`config.mk`:
```
export PLATFORM = sky130hd
export DESIGN_NAME = tlb_core
export DESIGN_NICKNAME = d
export VERILOG_FILES = /design/src/rtl/tlb_pkg.sv /design/src/rtl/tlb_way_cmp.sv /design/src/rtl/tlb_lru.sv /design/src/rtl/tlb_core.sv
export SDC_FILE = /design/constraint.sdc
export NUM_CORES = 2
export LEC_CHECK = 0
export BUFFER_PORTS_ARGS = -buffer_cell sky130_fd_sc_hd__buf_4
export CAP_MARGIN = 20
export CORE_ASPECT_RATIO = 0.8
export CORE_MARGIN = 2
export CORE_UTILIZATION = 55
export CTS_BUF_LIST = sky130_fd_sc_hd__clkbuf_8
export DETAILED_ROUTE_END_ITERATION = 7
export PLACE_DENSITY = 0.71
export SLEW_MARGIN = 20
export SYNTH_ARGS = -nofsm -noshare
export SYNTH_HDL_FRONTEND = slang
export SYNTH_SLANG_ARGS = --single-unit
```
`constraint.sdc`:
```
create_clock -name clk -period 6.9 [get_ports clk]
set_clock_uncertainty 0.1 [all_clocks]
set_input_delay 1.035 -clock clk [delete_from_list [all_inputs] [get_ports clk]]
set_output_delay 1.035 -clock clk [all_outputs]
set_load 0.01 [all_outputs]
```
`src/rtl/tlb_pkg.sv`:
```
package tlb_pkg;
    localparam int VPN_W  = 20;
    localparam int PID_W  = 8;
    localparam int PPN_W  = 20;
    localparam int PERM_W = 3;

    typedef struct packed {
        logic [PID_W-1:0]  pid;
        logic [VPN_W-1:0]  vpn;
        logic [PPN_W-1:0]  ppn;
        logic [PERM_W-1:0] perm;
    } tlb_ent_t;
endpackage

```
`src/rtl/tlb_way_cmp.sv`:
```
module tlb_way_cmp
    import tlb_pkg::*;
#(
    parameter int WAYS = 4
) (
    input  tlb_ent_t [WAYS-1:0] ents,
    input  logic     [WAYS-1:0] vld,
    input  logic     [VPN_W-1:0] vpn,
    input  logic     [PID_W-1:0] pid,
    output logic     [WAYS-1:0] match
);
    for (genvar w = 0; w < WAYS; w++) begin : g_way
        assign match[w] = vld[w] && (ents[w].vpn == vpn) && (ents[w].pid == pid);
    end
endmodule

```
`src/rtl/tlb_lru.sv`:
```
module tlb_lru #(
    parameter int WAYS  = 4,
    parameter int SETS  = 8,
    parameter int WAY_W = 2,
    parameter int IDX_W = 3
) (
    input  logic             clk,
    input  logic             rst_n,
    input  logic             touch_en,
    input  logic [IDX_W-1:0] touch_set,
    input  logic [WAY_W-1:0] touch_way,
    input  logic [IDX_W-1:0] query_set,
    output logic [WAY_W-1:0] victim_way
);
    // age 0 = most recent, WAYS-1 = least recent; each set holds a permutation
    logic [SETS-1:0][WAYS-1:0][WAY_W-1:0] age_d, age_q;
    logic [WAYS-1:0] victim_vec;

    always_comb begin
        age_d = age_q;
        if (touch_en) begin
            for (int w = 0; w < WAYS; w++) begin
                if (WAY_W'(w) == touch_way)
                    age_d[touch_set][w] = '0;
                else if (age_q[touch_set][w] < age_q[touch_set][touch_way])
                    age_d[touch_set][w] = age_q[touch_set][w] + 1'b1;
            end
        end
    end

    always_comb begin
        victim_way = '0;
        victim_vec = '0;
        for (int w = 0; w < WAYS; w++) begin
            if (age_q[query_set][w] == WAY_W'(WAYS - 1)) begin
                victim_way    = WAY_W'(w);
                victim_vec[w] = 1'b1;
            end
        end
    end

    always_ff @(posedge clk) begin
        if (!rst_n) begin
            for (int s = 0; s < SETS; s++)
                for (int w = 0; w < WAYS; w++)
                    age_q[s][w] <= WAY_W'(w);
        end else begin
            age_q <= age_d;
        end
    end

    AST_ONE_VICTIM: assert property (@(posedge clk) disable iff (!rst_n)
        $onehot(victim_vec));

    for (genvar s = 0; s < SETS; s++) begin : g_chk
        logic [WAYS-1:0] seen;
        always_comb begin
            seen = '0;
            for (int w = 0; w < WAYS; w++) seen[age_q[s][w]] = 1'b1;
        end
        AST_AGE_PERMUTATION: assert property (@(posedge clk) disable iff (!rst_n)
            $countones(seen) == WAYS);
    end
endmodule

```
`src/rtl/tlb_core.sv`:
```
module tlb_core
    import tlb_pkg::*;
#(
    parameter int WAYS = 4,
    parameter int SETS = 8
) (
    input  logic              clk,
    input  logic              rst_n,
    input  logic              lk_valid,
    input  logic [VPN_W-1:0]  lk_vpn,
    input  logic [PID_W-1:0]  lk_pid,
    output logic              lk_hit,
    output logic [PPN_W-1:0]  lk_ppn,
    output logic [PERM_W-1:0] lk_perm,
    output logic              miss_req,
    input  logic              fill_valid,
    input  logic [VPN_W-1:0]  fill_vpn,
    input  logic [PID_W-1:0]  fill_pid,
    input  logic [PPN_W-1:0]  fill_ppn,
    input  logic [PERM_W-1:0] fill_perm,
    input  logic              inv_valid,
    input  logic [VPN_W-1:0]  inv_vpn,
    input  logic [PID_W-1:0]  inv_pid,
    input  logic              flush_all
);
    localparam int IDX_W = (SETS > 1) ? $clog2(SETS) : 1;
    localparam int WAY_W = (WAYS > 1) ? $clog2(WAYS) : 1;

    typedef struct packed {
        tlb_ent_t [SETS-1:0][WAYS-1:0] ent;
        logic     [SETS-1:0][WAYS-1:0] vld;
    } state_t;

    state_t s_d, s_q;

    logic [IDX_W-1:0] lk_set, fill_set, inv_set;
    logic [WAYS-1:0]  lk_match, fill_match, inv_match;
    logic [WAY_W-1:0] lk_way, fill_way, victim_way;
    logic             touch_en;
    logic [IDX_W-1:0] touch_set;
    logic [WAY_W-1:0] touch_way;

    assign lk_set   = lk_vpn[IDX_W-1:0];
    assign fill_set = fill_vpn[IDX_W-1:0];
    assign inv_set  = inv_vpn[IDX_W-1:0];

    tlb_way_cmp #(.WAYS(WAYS)) u_cmp_lk (
        .ents(s_q.ent[lk_set]), .vld(s_q.vld[lk_set]),
        .vpn(lk_vpn), .pid(lk_pid), .match(lk_match));

    tlb_way_cmp #(.WAYS(WAYS)) u_cmp_fill (
        .ents(s_q.ent[fill_set]), .vld(s_q.vld[fill_set]),
        .vpn(fill_vpn), .pid(fill_pid), .match(fill_match));

    tlb_way_cmp #(.WAYS(WAYS)) u_cmp_inv (
        .ents(s_q.ent[inv_set]), .vld(s_q.vld[inv_set]),
        .vpn(inv_vpn), .pid(inv_pid), .match(inv_match));

    // hit data: OR-select over the (at most one) matching way
    always_comb begin
        lk_ppn  = '0;
        lk_perm = '0;
        lk_way  = '0;
        for (int w = 0; w < WAYS; w++) begin
            if (lk_match[w]) begin
                lk_ppn  = lk_ppn  | s_q.ent[lk_set][w].ppn;
                lk_perm = lk_perm | s_q.ent[lk_set][w].perm;
                lk_way  = WAY_W'(w);
            end
        end
    end

    assign lk_hit   = lk_valid && (|lk_match);
    assign miss_req = lk_valid && !(|lk_match);

    // fill target: existing copy, else lowest free way, else LRU victim
    always_comb begin
        logic found;
        found    = 1'b0;
        fill_way = victim_way;
        if (|fill_match) begin
            for (int w = 0; w < WAYS; w++)
                if (fill_match[w]) fill_way = WAY_W'(w);
        end else begin
            for (int w = 0; w < WAYS; w++) begin
                if (!s_q.vld[fill_set][w] && !found) begin
                    fill_way = WAY_W'(w);
                    found    = 1'b1;
                end
            end
        end
    end

    always_comb begin
        s_d = s_q;
        if (flush_all) begin
            s_d.vld = '0;
        end else begin
            if (inv_valid) begin
                for (int w = 0; w < WAYS; w++)
                    if (inv_match[w]) s_d.vld[inv_set][w] = 1'b0;
            end
            if (fill_valid) begin
                s_d.ent[fill_set][fill_way] = '{pid: fill_pid, vpn: fill_vpn,
                                                ppn: fill_ppn, perm: fill_perm};
                s_d.vld[fill_set][fill_way] = 1'b1;
            end
        end
    end

    always_comb begin
        touch_en  = 1'b0;
        touch_set = lk_set;
        touch_way = lk_way;
        if (!flush_all && fill_valid) begin
            touch_en  = 1'b1;
            touch_set = fill_set;
            touch_way = fill_way;
        end else if (!flush_all && lk_hit) begin
            touch_en  = 1'b1;
        end
    end

    tlb_lru #(.WAYS(WAYS), .SETS(SETS), .WAY_W(WAY_W), .IDX_W(IDX_W)) u_lru (
        .clk(clk), .rst_n(rst_n),
        .touch_en(touch_en), .touch_set(touch_set), .touch_way(touch_way),
        .query_set(fill_set), .victim_way(victim_way));

    always_ff @(posedge clk) begin
        if (!rst_n) s_q <= '0;
        else        s_q <= s_d;
    end

    AST_SINGLE_MATCH: assert property (@(posedge clk) disable iff (!rst_n)
        $onehot0(lk_match));
    AST_FLUSH_EMPTIES: assert property (@(posedge clk) disable iff (!rst_n)
        flush_all |=> (s_q.vld == '0));
    AST_FILL_LANDS: assert property (@(posedge clk) disable iff (!rst_n)
        (fill_valid && !flush_all) |=> s_q.vld[$past(fill_set)][$past(fill_way)]);
    AST_INV_NO_GROWTH: assert property (@(posedge clk) disable iff (!rst_n)
        (inv_valid && !fill_valid) |=> ($countones(s_q.vld) <= $past($countones(s_q.vld))));
endmodule

```
==> flow_summary.ini <==
[drt]
drt_iter0_drc = 12800
vias = 80900
post-route-drc-count = 0
ant_nets = 0
wl_per_cell_um = 31.7
routed_wl_um = 374000
drt_first_pass_iters = 6
vias_per_cell = 6.85

[global_route]
grt_pass1_wl_um = 538000
gr-total-overflow = 0
grtUsageTotal = 0.424
grt_max_degree = 200
grt_pass1_vias = 76400
grt_antenna_before_repair = 30

[yosys]
yosysUniqueCellTypes = 97
ys_async_sr_fraction = 0
ys_seq_elements = 1728
ys_seq_area_frac = 0.374
synth_edf_count = 0
syn_avg_cell_area_um2 = 9.91
ys_top_cells_by_area = dfxtp_1 (37%), mux2i_1 (20%), mux4_2 (14%)
synth_flop_cell = dfxtp_1
synth_common_cells = mux2i_1 (1820), dfxtp_1 (1728), nor2_1 (1307), nand2_1 (843), mux4_2 (575)
syn_area_mm2 = 0.0924
synthCells = 9326
yosysTopAreaCellShare = 0.374
yosysMostFrequentCell = mux2i_1
yosys.area.top_type = dfxtp_1
synthesis.nets = 9439
yosys_warnings = 0

[critical_path]
cp-end-kind = output pin
r2r_slack_ns = 1.05
crit_arrival_ns = 5.72
crit_fanout = 36
cp-start-kind = input port
worstSetupPathType = input port to output pin
required_ns = 5.76

[sta]
min_period_ns = 6.86
worstMarginPinSlew_ns = 1.21
whs_ns = 0.260
post-route-period-util = 0.994
fmax_ghz = 0.146
rsz0062_at_grt = no
final_hold_viol_count = 0
slew_violations = 0
slew_headroom = 0.191
setup_viol = 0

[floorplanning]
die_height_um = 371
io-pin-count = 138
die_area_mm2 = 0.171
initial_core_util = 0.554
core_region_area_mm2 = 0.167
die_x_um = 462
num_rows = 134

[cts]
cts_tree = yes
ctsResizeCount = 0
cts.sinks = 1728
clockRootBuffer = clkbuf_8
htree_levels = 5
clk_path_buf_depth = 4
path_clk_slew_ns = 0.06
post_cts_buffers = 0
cts_hold_buf = 0
clk_latency_ns = 1.09
cts_buffers = 298

[power_and_ir_drop]
p_leak_nw = 42.2
powerDensity_mw_per_mm2 = 209
ir_worst_vdd_uv = 224

[placed_design]
gp_congestion = 1.07
postPlaceCellArea_mm2 = 0.0984
place_hpwl_um = 250000
numPortBuffers = 137

[status]
status = finished, final reports clean

[run]
maxCapViolations = 0

[worst_hold_path]
hold_class = input port to register

[layout]
syn_to_final_growth_pct = 12.7
final_cell_area_mm2 = 0.104
drive_above_1_share = 0.193
nets = 9483
kinds of logic after synthesis:
logic type             count (synthesis)  synth area share
AND/OR/NAND/NOR                     2702             0.124
multiplexers                        2483             0.348
flip-flops                          1728             0.374
AO/OA/AOI/OAI                       1163            0.0822
buffers and inverters                993            0.0477
XOR/XNOR                             257            0.0244
stage by stage:
stage / setup TNS (ns) / util / total power, mW / std cells / worst slack, ns
2_1_floorplan: 0 / - / 11.5 / 9326 / 1.16
3_3_place_gp: -0.766 / 0.590 / 12.4 / 11300 / -0.0647
3_5_place_dp: -1.47 / 0.590 / 12.4 / 11300 / -0.107
4_1_cts: 0 / 0.624 / 21.7 / 11800 / 0.396
5_1_grt: 0 / 0.625 / 22.2 / 11800 / 0.308
6_report: 0 / 0.625 / 21.8 / 11800 / 0.0446
cells in the final DEF (no fill, tap or decap), drive strengths merged, types with 12 or more instances in the layout:
cell / instances
a31oi: 33
buf: 683
a221oi: 52
dfxtp: 1728
clkinv: 20
or3: 16
o221ai: 32
nor3: 40
a311oi: 14
mux4: 575
o32ai: 12
mux2i: 1820
mux2: 88
a21oi: 504
nor2b: 27
nor2: 1308
o211ai: 24
nand2b: 31
and3: 60
a21o: 17
nor4: 41
a211oi: 22
nand4: 61
nand2: 843
xnor2: 147
and2: 22
o21ai: 54
clkbuf: 372
nand3: 190
diode: 19
nor3b: 16
inv: 130
o22a: 29
a22oi: 190
o22ai: 81
xor2: 110
state kept, by name (all words and copies together), names as in the netlist:
register     count
s_q           1664
u_lru.age_q     64
per-layer routing:
metal / track usage / share of wire / vias to the layer above
met2: 0.606 / 0.41 / 5879
met3: 0.145 / 0.14 / 1444
li1: - / - / 33700
met1: 0.541 / 0.37 / 39800
met4: 0.283 / 0.076 / 20
met5: 0.00386 / 0.00050 / -
area by class of cell:
cell class                      instances  area [µm²]
Antenna cell                           19        47.5
Clock buffer                          371        5110
Clock inverter                        107         659
Fill cell                           13500       62600
Inverter                               53         208
Multi-Input combinational cell       6605       53800
Sequential cell                      1728       34600
Tap cell                             2244        2810
Timing Repair Buffer                  684        7040
worst paths after layout:
kind | start | endpoint | depth (start not counted)
min | fill_pid[2] | s_q[944]$_SDFFE_PN0P_ | 3
min reg2reg | s_q[1524]$_SDFFE_PN0P_ | s_q[1524]$_SDFFE_PN0P_ | 2
max | lk_vpn[2] | lk_perm[0] | 14
max reg2reg | s_q[1490]$_SDFFE_PN0P_ | s_q[987]$_SDFFE_PN0P_ | 15
critical path, cell delays in order:
cell and delay [ns]:
buf_8 0.40, buf_4 0.48, mux2_2 0.49, o22ai_1 0.62
a221oi_1 0.25, xnor2_1 0.26, buf_4 0.19, nand4_1 0.09
nor4_1 0.32, buf_4 0.23, nand3_2 0.08, buf_4 0.28
o221ai_1 0.61, buf_4 0.25
power breakdown:
| group | switching [mW] | total [mW] | internal (mW) | leakage (nW) |
|---|---|---|---|---|
| combinational | 1.57 | 2.26 | 0.697 | 25.0 |
| sequential | 0.0320 | 10.0 | 10.0 | 13.9 |
| clock | 4.35 | 9.45 | 5.09 | 3.27 |
| total | 5.95 | 21.8 | 15.8 | 42.2 |
Note: power is estimated with default switching activity, not from simulation.
